**src/rtl/bsel_pkg.sv**
```systemverilog
package bsel_pkg;
  typedef enum logic [2:0] {
    PH_WAIT = 3'd0, PH_SELECT = 3'd1, PH_READ = 3'd2, PH_LOAD = 3'd3,
    PH_HEALTH = 3'd4, PH_RUN = 3'd5, PH_RECOVER = 3'd6
  } phase_e;

  typedef enum logic [2:0] {
    WHY_NONE = 3'd0, WHY_INTEG = 3'd1, WHY_TMO = 3'd2,
    WHY_HEALTH = 3'd3, WHY_TRAIN = 3'd4
  } why_e;

  typedef enum logic [1:0] {ACT_RETRY = 2'd0, ACT_ROLLBACK = 2'd1, ACT_RECOVER = 2'd2} act_e;

  // Decide the response to a failed attempt.
  function automatic act_e fail_action(input logic on_update, input why_e why,
                                       input int unsigned tries_after,
                                       input int unsigned max_tries);
    if (!on_update)
      return (why == WHY_INTEG) ? ACT_RECOVER : ACT_RETRY;
    if (why == WHY_INTEG || tries_after >= max_tries)
      return ACT_ROLLBACK;
    return ACT_RETRY;
  endfunction
endpackage

```
**src/rtl/bsel_timer.sv**
```systemverilog
module bsel_timer #(
  parameter int TMO_W = 16
) (
  input  logic             clk,
  input  logic             rst_n,
  input  logic             run,
  input  logic [TMO_W-1:0] limit,
  output logic             expired
);
  logic [TMO_W-1:0] count;

  always_ff @(posedge clk) begin
    if (!rst_n)    count <= '0;
    else if (run)  count <= count + 1'b1;
    else           count <= '0;
  end

  assign expired = run && (count == limit);
endmodule

```
**src/rtl/bsel_ledger.sv**
```systemverilog
module bsel_ledger
  import bsel_pkg::*;
#(
  parameter int unsigned MAX_TRIES = 3,
  parameter int          CNT_W     = 8
) (
  input  logic             clk,
  input  logic             rst_n,
  input  logic             capture,
  input  logic             meta_pending,
  input  logic             meta_commit,
  input  logic             ev_commit,
  input  logic             ev_fail,
  input  why_e             fail_why,
  input  phase_e           fail_phase,
  output logic             cur_slot,
  output logic             pend,
  output logic             comm,
  output logic             need_health,
  output act_e             act,
  output logic [CNT_W-1:0] rb_cnt,
  output why_e             rb_why,
  output phase_e           stop_ph
);
  localparam int TRY_W = $clog2(MAX_TRIES + 1);
  logic [TRY_W-1:0] tries;

  assign act         = fail_action(cur_slot, fail_why, 32'(tries) + 32'd1, MAX_TRIES);
  assign need_health = cur_slot && pend;

  always_ff @(posedge clk) begin
    if (!rst_n) begin
      cur_slot <= 1'b0;
      pend     <= 1'b0;
      comm     <= 1'b0;
      tries    <= '0;
      rb_cnt   <= '0;
      rb_why   <= WHY_NONE;
      stop_ph  <= PH_WAIT;
    end else if (capture) begin
      pend     <= meta_pending;
      comm     <= meta_commit;
      cur_slot <= meta_pending | meta_commit;
      tries    <= '0;
    end else if (ev_commit) begin
      comm <= 1'b1;
      pend <= 1'b0;
    end else if (ev_fail) begin
      stop_ph <= fail_phase;
      case (act)
        ACT_RETRY: if (cur_slot) tries <= tries + 1'b1;
        ACT_ROLLBACK: begin
          cur_slot <= 1'b0;
          pend     <= 1'b0;
          comm     <= 1'b0;
          tries    <= '0;
          rb_why   <= fail_why;
          if (rb_cnt != '1) rb_cnt <= rb_cnt + 1'b1;
        end
        default: ;
      endcase
    end
  end
endmodule

```
**src/rtl/bsel_fsm.sv**
```systemverilog
module bsel_fsm
  import bsel_pkg::*;
(
  input  logic   clk,
  input  logic   rst_n,
  input  logic   prereq_ok,
  input  logic   integ_valid,
  input  logic   integ_ok,
  input  logic   cfg_done,
  input  logic   tmo_expired,
  input  logic   health_valid,
  input  logic   health_ok,
  input  logic   train_fail,
  input  logic   need_health,
  input  act_e   act,
  output phase_e st,
  output logic   capture,
  output logic   ev_commit,
  output logic   ev_fail,
  output why_e   fail_why
);
  phase_e nxt;

  always_comb begin
    nxt       = st;
    capture   = 1'b0;
    ev_commit = 1'b0;
    ev_fail   = 1'b0;
    fail_why  = WHY_NONE;
    case (st)
      PH_WAIT:   if (prereq_ok) begin capture = 1'b1; nxt = PH_SELECT; end
      PH_SELECT: nxt = PH_READ;
      PH_READ:
        if (integ_valid) begin
          if (integ_ok) nxt = PH_LOAD;
          else begin ev_fail = 1'b1; fail_why = WHY_INTEG; end
        end
      PH_LOAD:
        if (cfg_done) nxt = need_health ? PH_HEALTH : PH_RUN;
        else if (tmo_expired) begin ev_fail = 1'b1; fail_why = WHY_TMO; end
      PH_HEALTH:
        if (health_valid) begin
          if (health_ok) begin ev_commit = 1'b1; nxt = PH_RUN; end
          else begin ev_fail = 1'b1; fail_why = WHY_HEALTH; end
        end
      PH_RUN:    if (train_fail) begin ev_fail = 1'b1; fail_why = WHY_TRAIN; end
      default:   nxt = st;
    endcase
    if (ev_fail) nxt = (act == ACT_RECOVER) ? PH_RECOVER : PH_SELECT;
  end

  always_ff @(posedge clk) begin
    if (!rst_n) st <= PH_WAIT;
    else        st <= nxt;
  end
endmodule

```
**src/rtl/boot_image_selector.sv**
```systemverilog
module boot_image_selector
  import bsel_pkg::*;
#(
  parameter int unsigned MAX_TRIES = 3,
  parameter int          TMO_W     = 16,
  parameter int          CNT_W     = 8
) (
  input  logic             clk,
  input  logic             rst_n,
  input  logic             prereq_ok,
  input  logic             meta_pending,
  input  logic             meta_commit,
  input  logic [TMO_W-1:0] tmo_limit,
  input  logic             integ_valid,
  input  logic             integ_ok,
  input  logic             cfg_done,
  input  logic             health_valid,
  input  logic             health_ok,
  input  logic             train_fail,
  output logic             slot_sel,
  output logic             reconfig_req,
  output logic             train_en,
  output logic             service_mode,
  output logic [2:0]       phase,
  output logic             pending_o,
  output logic             commit_o,
  output logic [CNT_W-1:0] rollback_cnt,
  output logic [2:0]       rollback_why,
  output logic [2:0]       stop_phase
);
  phase_e st, stop_ph;
  why_e   fail_why, rb_why;
  act_e   act;
  logic   capture, ev_commit, ev_fail, tmo_expired, need_health;

  bsel_timer #(.TMO_W(TMO_W)) u_timer (
    .clk(clk), .rst_n(rst_n), .run(st == PH_LOAD), .limit(tmo_limit),
    .expired(tmo_expired)
  );

  bsel_fsm u_fsm (
    .clk(clk), .rst_n(rst_n), .prereq_ok(prereq_ok), .integ_valid(integ_valid),
    .integ_ok(integ_ok), .cfg_done(cfg_done), .tmo_expired(tmo_expired),
    .health_valid(health_valid), .health_ok(health_ok), .train_fail(train_fail),
    .need_health(need_health), .act(act), .st(st), .capture(capture),
    .ev_commit(ev_commit), .ev_fail(ev_fail), .fail_why(fail_why)
  );

  bsel_ledger #(.MAX_TRIES(MAX_TRIES), .CNT_W(CNT_W)) u_ledger (
    .clk(clk), .rst_n(rst_n), .capture(capture), .meta_pending(meta_pending),
    .meta_commit(meta_commit), .ev_commit(ev_commit), .ev_fail(ev_fail),
    .fail_why(fail_why), .fail_phase(st), .cur_slot(slot_sel), .pend(pending_o),
    .comm(commit_o), .need_health(need_health), .act(act), .rb_cnt(rollback_cnt),
    .rb_why(rb_why), .stop_ph(stop_ph)
  );

  assign phase        = st;
  assign reconfig_req = (st == PH_SELECT);
  assign train_en     = (st == PH_RUN);
  assign service_mode = (st == PH_RECOVER);
  assign rollback_why = rb_why;
  assign stop_phase   = stop_ph;
endmodule

```
**config.mk**
```make
export PLATFORM = sky130hd
export DESIGN_NAME = boot_image_selector
export DESIGN_NICKNAME = d
export VERILOG_FILES = /design/src/rtl/bsel_pkg.sv /design/src/rtl/bsel_timer.sv /design/src/rtl/bsel_ledger.sv /design/src/rtl/bsel_fsm.sv /design/src/rtl/boot_image_selector.sv
export SDC_FILE = /design/constraint.sdc
export NUM_CORES = 1
export LEC_CHECK = 0
export BUFFER_PORTS_ARGS = -buffer_cell sky130_fd_sc_hd__buf_2
export CAP_MARGIN = 10
export CORE_UTILIZATION = 50
export CTS_CLUSTER_DIAMETER = 120
export DETAILED_ROUTE_END_ITERATION = 8
export GPL_ROUTABILITY_DRIVEN = 0
export PLACE_DENSITY = 0.77
export SLEW_MARGIN = 30
export SYNTH_ARGS = -nofsm -noshare
export SYNTH_HDL_FRONTEND = slang
export SYNTH_HIERARCHICAL = 1
export SYNTH_SLANG_ARGS = --single-unit
```
**constraint.sdc**
```tcl
create_clock -name clk -period 3.6 [get_ports clk]
set_clock_uncertainty 0.2 [all_clocks]
set_input_delay 0.36 -clock clk [delete_from_list [all_inputs] [get_ports clk]]
set_output_delay 0.36 -clock clk [all_outputs]
set_load 0.02 [all_outputs]
```
Word level (Yosys, flattened, before mapping)
Cells that the tools add are included.
{"block": "word_totals", "reg_bits": 38, "latch_bits": 0, "mem_bits_rw": 0, "romBits": 0, "input_bits": 27, "output_inout_bits": 23, "wordCells": 105, "memories": 0}
{"block": "op_classes", "addsub": 4, "multipliers": 0, "n_div": 0, "n_lt_le_gt_ge": 1, "n_eq_ne": 19, "shift": 0, "n_mux": 48, "bitwise_logic": 4, "n_reduce_logical": 20}
{"operator": "3-bit two-way mux", "n": 12}
{"operator": "32-bit by 2-bit >= comparator with 1-bit output, second input constant", "n": 1}
{"operator": "1-bit two-way mux", "n": 24}
{"operator": "3-bit inequality test, second input constant", "n": 6}
{"operator": "16-bit by 1-bit adder with 16-bit output, second input constant", "n": 1}
{"operator": "16-bit equality test", "n": 1}
{"operator": "2-bit two-way mux", "n": 8}
{"operator": "3-bit one-hot mux with 5 select lines", "n": 1}
{"operator": "3-bit one-hot mux with 4 select lines", "n": 1}
{"operator": "3-bit equality test, second input constant", "n": 3}
{"operator": "8-bit by 1-bit adder with 8-bit output, second input constant", "n": 1}
{"operator": "8-bit inequality test, second input constant", "n": 1}
{"operator": "4-bit AND reduction", "n": 2}
{"operator": "7-bit AND reduction", "n": 1}
{"operator": "3-bit by 1-bit equality test with 1-bit output, second input constant", "n": 2}
{"operator": "3-bit by 2-bit equality test with 1-bit output, second input constant", "n": 2}
{"operator": "3-bit AND reduction", "n": 2}
{"operator": "2-bit nonzero test", "n": 3}
{"operator": "3-bit nonzero test", "n": 2}
{"operator": "6-bit nonzero test", "n": 1}
{"operator": "5-bit AND reduction", "n": 1}
{"operator": "1-bit one-hot mux with 4 select lines", "n": 1}
{"operator": "2-bit one-hot mux with 2 select lines", "n": 1}
{"operator": "2-bit AND reduction", "n": 2}
{"operator": "13 further kinds", "n": 16}

Longest topological paths before layout
{"block": "depth", "word_depth": 16, "ltp_mapped": 13, "ltp_nobuf": 13}

Cells and area by module
The synthesis kept the hierarchy.
{"module": "bsel_ledger", "instances": 1, "cells_each": 100, "area_each_um2": 929.6, "seq_area_each_um2": 380.4}
{"module": "bsel_timer", "instances": 1, "cells_each": 94, "area_each_um2": 858.3, "seq_area_each_um2": 320.3}
{"module": "bsel_fsm", "instances": 1, "cells_each": 37, "area_each_um2": 289.0, "seq_area_each_um2": 60.1}
{"module": "boot_image_selector", "instances": 1, "cells_each": 4, "area_each_um2": 40.0, "seq_area_each_um2": 0.0}

Worst setup path after synthesis
No wires, ideal clock.
{"block": "synth_timing", "path_type": "input to register", "from": "input tmo_limit[15]", "to": "register u_ledger.rb_cnt[7]", "arrival_time_ns": 2.686, "required_time_ns": 3.265, "slack_ns": 0.579, "stages": 13, "path_buffers": 1, "cell_sequence": "xor2_1 -> nor4_1 -> nand4_1 -> nor4_1 -> nand3b_1 -> o22a_1 -> and3_4 -> inv_1 -> nor3b_4 -> o311ai_2 -> buf_2 -> o311ai_0 -> o41ai_1"}
{"block": "synth_between", "word_cells_on_any_way": 19, "cone_classes": "eq/ne: 3; mux: 13; reduce/logical: 3"}
{"item": "start, declared", "line_no": "boot_image_selector.sv:13", "text": "input logic [TMO_W-1:0] tmo_limit,"}
{"item": "16-bit equality test", "line_no": "bsel_timer.sv:18", "text": "assign expired = run && (count == limit);"}
{"item": "1-bit logical AND", "line_no": "bsel_timer.sv:18"}
{"item": "net tmo_expired", "line_no": "boot_image_selector.sv:34", "text": "logic capture, ev_commit, ev_fail, tmo_expired, need_health;"}
{"item": "1-bit two-way mux", "line_no": "bsel_fsm.sv:40", "text": "else if (tmo_expired) begin ev_fail = 1'b1; fail_why = WHY_TMO; end"}
{"item": "1-bit two-way mux", "line_no": "bsel_fsm.sv:39", "text": "if (cfg_done) nxt = need_health ? PH_HEALTH : PH_RUN;"}
{"item": "1-bit one-hot mux with 4 select lines", "line_no": "bsel_fsm.sv:30", "text": "case (st)"}
{"item": "net ev_fail", "line_no": "boot_image_selector.sv:34"}
{"item": "5-bit AND reduction (no line)"}
{"item": "end signal, assigned", "line_no": "bsel_ledger.sv:58", "text": "if (rb_cnt != '1) rb_cnt <= rb_cnt + 1'b1;"}
{"item": "end, declared", "line_no": "bsel_ledger.sv:21", "text": "output logic [CNT_W-1:0] rb_cnt,"}
The timed path passes the listed nets, and every way through them passes these cells. The select of a mux whose other input is x is not followed.
A chain may end at the register's enable or synchronous reset.

Worst setup path in the final report
{"block": "layout_timing", "from": "register u_timer.count[4]", "to": "register u_ledger.rb_cnt[3]"}
{"block": "layout_between", "word_cells_on_any_way": 19, "cone_classes": "eq/ne: 3; mux: 13; reduce/logical: 3"}
{"item": "start, declared", "line_no": "bsel_timer.sv:10", "text": "logic [TMO_W-1:0] count;"}
{"item": "start signal, assigned", "line_no": "bsel_timer.sv:14", "text": "else if (run) count <= count + 1'b1;"}
{"item": "16-bit equality test", "line_no": "bsel_timer.sv:18"}
{"item": "1-bit logical AND", "line_no": "bsel_timer.sv:18"}
{"item": "net tmo_expired", "line_no": "boot_image_selector.sv:34"}
{"item": "1-bit two-way mux", "line_no": "bsel_fsm.sv:40"}
{"item": "1-bit two-way mux", "line_no": "bsel_fsm.sv:39"}
{"item": "1-bit one-hot mux with 4 select lines", "line_no": "bsel_fsm.sv:30"}
{"item": "net ev_fail", "line_no": "boot_image_selector.sv:34"}
{"item": "5-bit AND reduction (no line)"}
The timed path passes the listed nets, and every way through them passes these cells. The select of a mux whose other input is x is not followed.

==> summary.txt <==
Worst setup path
  – Top cell by count, worst path: nor4_1
  – Cell Chain, Critical Path: xor2_1 -> nor4_1 -> nand4_1 -> nor4_1 -> nand3b_1 -> o22a_1 -> and3_4 -> inv_1 -> nor3b_4 -> o311ai_4 -> or4_1 -> a21oi_1
  – Maximum net fanout on the critical path: 14
  – Largest incremental delay on the critical path: 0.55 ns
  – Crit start category: register
  – Critical-path top delay cell: or4_1
  – Worst setup slack for register-to-register paths: 0.30 ns
  – Number of cell instances on the worst register-to-register path: 12
  – Critical Path End Type: register
  – Critical path type: register to register
  – Required time of the worst setup path: 3.61 ns
  – Origin of the critical flop-to-flop path: u_timer/count[4]$_SDFF_PN0_
  – Critical path data arrival time: 3.31 ns
  – Worst reg2reg path endpoint: u_ledger/rb_cnt[3]$_SDFFE_PN0P_

Power
  – Share of power burned in the clock network: 32.0%
  – Power per unit of standard cell area: 372.5 mW/mm²
  – Switching component of the power: 266.0 µW
  – Largest vdd supply drop: 0.2232 mV
  – Switching part of the total: 28.51%
  – Combinational power share: 18.9%
  – Sequential fraction of design power: 49.1%
  – Leakage component of the power: 1.032 nW
  – Internal: 667.1 µW

Floorplan
  – Initial cell density of the core: 52.55%
  – Die height: 67.07 µm
  – Core area: 0.004029 mm²
  – I/O Pins: 50
  – Row cnt: 23
  – Die X-Extent: 67.07 µm
  – Die footprint: 0.004498 mm²

Logic synthesis
  – Cell count after synthesis: 235
  – Number of distinct standard cells referenced by the synthesized netlist: 57
  – Most numerous cell in the Yosys netlist: dfxtp_1
  – Number of flops mapped to enable cells by yosys: 0
  – Number of warnings issued by yosys: 6
  – Proportion of synthesized chip area in sequential cells: 35.93%
  – Post-synthesis instance area: 0.002117 mm²
  – Leading cell types by total area after synthesis: dfxtp_1 (36%), xor2_1 (5.8%), xnor2_1 (5.4%), nor2_1 (3.9%), mux2i_1 (3.8%)
  – Synth Net Count: 266
  – Share of flip-flops with an asynchronous set or reset after synthesis: 0%
  – Syn avg cell area: 9.009 µm²
  – Top cells by count, synth: dfxtp_1 (38), nor2_1 (22), xor2_1 (14)
  – Most common flop cell mapped by yosys: dfxtp_1
  – Seq cells post-synth: 38
  – Share of the synthesized area in the top cell type: 35.93%
  – Synth area leader: dfxtp_1

STA
  – Setup repair after global routing missed its margin: false
  – Portion of the clock cycle consumed by the worst path in the final layout: 91.54%
  – Transition at the pin with the smallest max-transition slack: 0.6625 ns
  – Max transition margin: 55.67%
  – Fmax: 303.5 MHz
  – Final setup fails: 0
  – Setup TNS after final layout: 0 ns
  – Final Hold Viols: 0
  – Worst path setup slack after routing: 0.3046 ns
  – Final critical-path required period: 3.295 ns
  – Number of pins with negative max-slew slack in the final report: 0

Routing
  – First-iteration detailed-routing DRC count: 84
  – Wire length per cell after detailed routing: 13.67 µm
  – DRC Markers: 0
  – DRT antenna net count: 0
  – Total via count after detailed routing: 1915
  – Number of iterations in the first detailed-routing pass: 4
  – Wirelength, routed: 4621 µm
  – Via density per instance: 5.666

Min path
  – Sink of the worst hold path: u_ledger/pend$_SDFFE_PN0P_
  – Hold Path Class: input port to register
  – Count of cells along the worst hold path: 2
  – HP Start: meta_pending

Run
  – Number of maximum-capacitance constraint violations: 0

Run status
  – Result of the run: complete, no violations

CTS
  – TritonCTS Buffers: 5
  – Post-CTS setup buffer count: 0
  – Clock root buffer master: clkbuf_8
  – CTS Buffer Depth: 2
  – CTS tree: yes
  – Clock tree sinks: 38
  – H-tree levels: 2
  – Number of buffers added to fix hold violations after cts: 0
  – Clk Latency, worst-skew pair: 0.29 ns
  – Clock transition at the registers of the reported paths: 0.08 ns

Cells and area
  – Post-route cell area: 0.002505 mm²
  – Layout cells sized above 1: 24.31%
  – Final #Nets: 318
  – Antenna diode count: 0
  – Layout fillers: 375
  – Layout overhead on the synthesized area: 18.32%

Place
  – Buffers on Ports: 49
  – Cell Area, Placed: 0.002404 mm²
  – Final HPWL DP: 3414 µm
  – Pre-CTS setup slack: 0.1441 ns

Global routing
  – Tot GR Track Use: 22.19%
  – Number of antenna violations at the first check in global routing: 0
  – Remaining global-route overflow: 0
  – Maximum number of pins on one net before global-route repair: 18
  – Via count of the first global-routing pass: 1693
  – First-pass GRT wire length: 7424 µm
## state kept, by name (all words and copies together), names as in the netlist
signal and cells:
u_ledger/rb_why 3, u_ledger/comm 1, u_timer/count 16, u_ledger/pend 1
u_ledger/stop_ph 3, u_ledger/tries 2, u_fsm/st 3, u_ledger/cur_slot 1
u_ledger/rb_cnt 8
## power by group through the flow
| stage | registers [mW] | logic [mW] | clock network [mW] |
|---|---|---|---|
| 2_1_floorplan | 0.480 | 0.100 | 0 |
| 3_3_place_gp | 0.465 | 0.171 | 0 |
| 3_5_place_dp | 0.466 | 0.174 | 0 |
| 4_1_cts | 0.457 | 0.175 | 0.307 |
| 5_1_grt | 0.461 | 0.189 | 0.328 |
| 6_report | 0.458 | 0.176 | 0.299 |
## worst max-delay path: cells and delay by family, from the launching register on
kind,cells,cell delay (ns)
simple gates,7,1.83
xor+xnor,1,0.17
buf+inv,1,0.08
flops,1,0.35
compound gates,3,0.58
## layout by cell type, fill, tap and decap left out, drive strengths merged, types with 2 or more instances in the layout
master / count
nor3b: 3
a311oi: 2
and4: 2
clkbuf: 7
a21oi: 12
or3: 6
and3b: 3
nor2: 22
o311ai: 2
dfxtp: 38
ha: 4
o21ai: 6
nor2b: 2
and2: 6
nor4: 2
o31ai: 6
a31o: 2
mux2i: 8
xnor2: 13
or4: 5
nand4: 10
xor2: 14
nand2: 11
nand2b: 4
nand4b: 3
and3: 5
inv: 10
buf: 52
nand3: 11
nand3b: 2
## cell families (layout without fill, tap and decap cells)
kind of cell,count (synthesis),in the layout,synth area share [%]
AND/OR/NAND/NOR,100,100,29.14
flip-flops,38,38,35.93
buffers and inverters,17,70,3.842
adder cells (fa/ha/maj),4,4,2.364
AO/OA/AOI/OAI,41,41,13.77
XOR/XNOR,27,27,11.17
multiplexers,8,8,3.783
## metrics by stage
stage | hold slack [ns] | power (mW) | std cells | util, %
finish | 0.1382 | 0.9332 | 338 | 62.17
floorplan | 0.2362 | 0.5808 | 235 | -
global route | 0.1255 | 0.9788 | 338 | 62.17
global placement | 0.2470 | 0.6363 | 330 | 59.66
CTS | 0.1284 | 0.9382 | 338 | 61.93
detailed placement | 0.2504 | 0.6404 | 330 | 59.66
## repair_timing
item / 4_1_cts / 5_1_grt
gates resized for setup: 0 / 1
endpoints found under the hold margin: 0 / 0
setup endpoints to repair: 0 / 1
## cell type report
type                    count  area [µm²]  area share [%]
multi-input cells         180        1285           51.30
clock buffers               7       86.33           3.447
repair buffers             52       267.8           10.69
flip-flops and latches     38       760.7           30.37
inverters                  10       37.54           1.499
clock inverters             1       5.005          0.1998
well taps                  50       62.56           2.498
## per-layer routing
layer	track usage, %	wire length (µm)
met5	0	0
met4	6.383	41
met3	5.651	215
met2	36.13	2160
met1	28.47	2203
## worst max path at each step
stage	startpoint	end	slack (ns)	cells past startpoint
finish	u_timer/count[4]$_SDFF_PN0_	u_ledger/rb_cnt[3]$_SDFFE_PN0P_	0.30	12
global route	u_timer/count[15]$_SDFF_PN0_	u_ledger/rb_cnt[3]$_SDFFE_PN0P_	0.05	12
CTS	u_timer/count[4]$_SDFF_PN0_	u_ledger/rb_cnt[3]$_SDFFE_PN0P_	0.23	12
detailed placement	tmo_limit[15]	u_ledger/rb_cnt[3]$_SDFFE_PN0P_	0.14	13
global placement	tmo_limit[15]	u_ledger/rb_cnt[4]$_SDFFE_PN0P_	0.28	13
floorplan	tmo_limit[15]	u_ledger/rb_cnt[7]$_SDFFE_PN0P_	0.58	13
No activity file was read; power rests on OpenSTA's default activity.
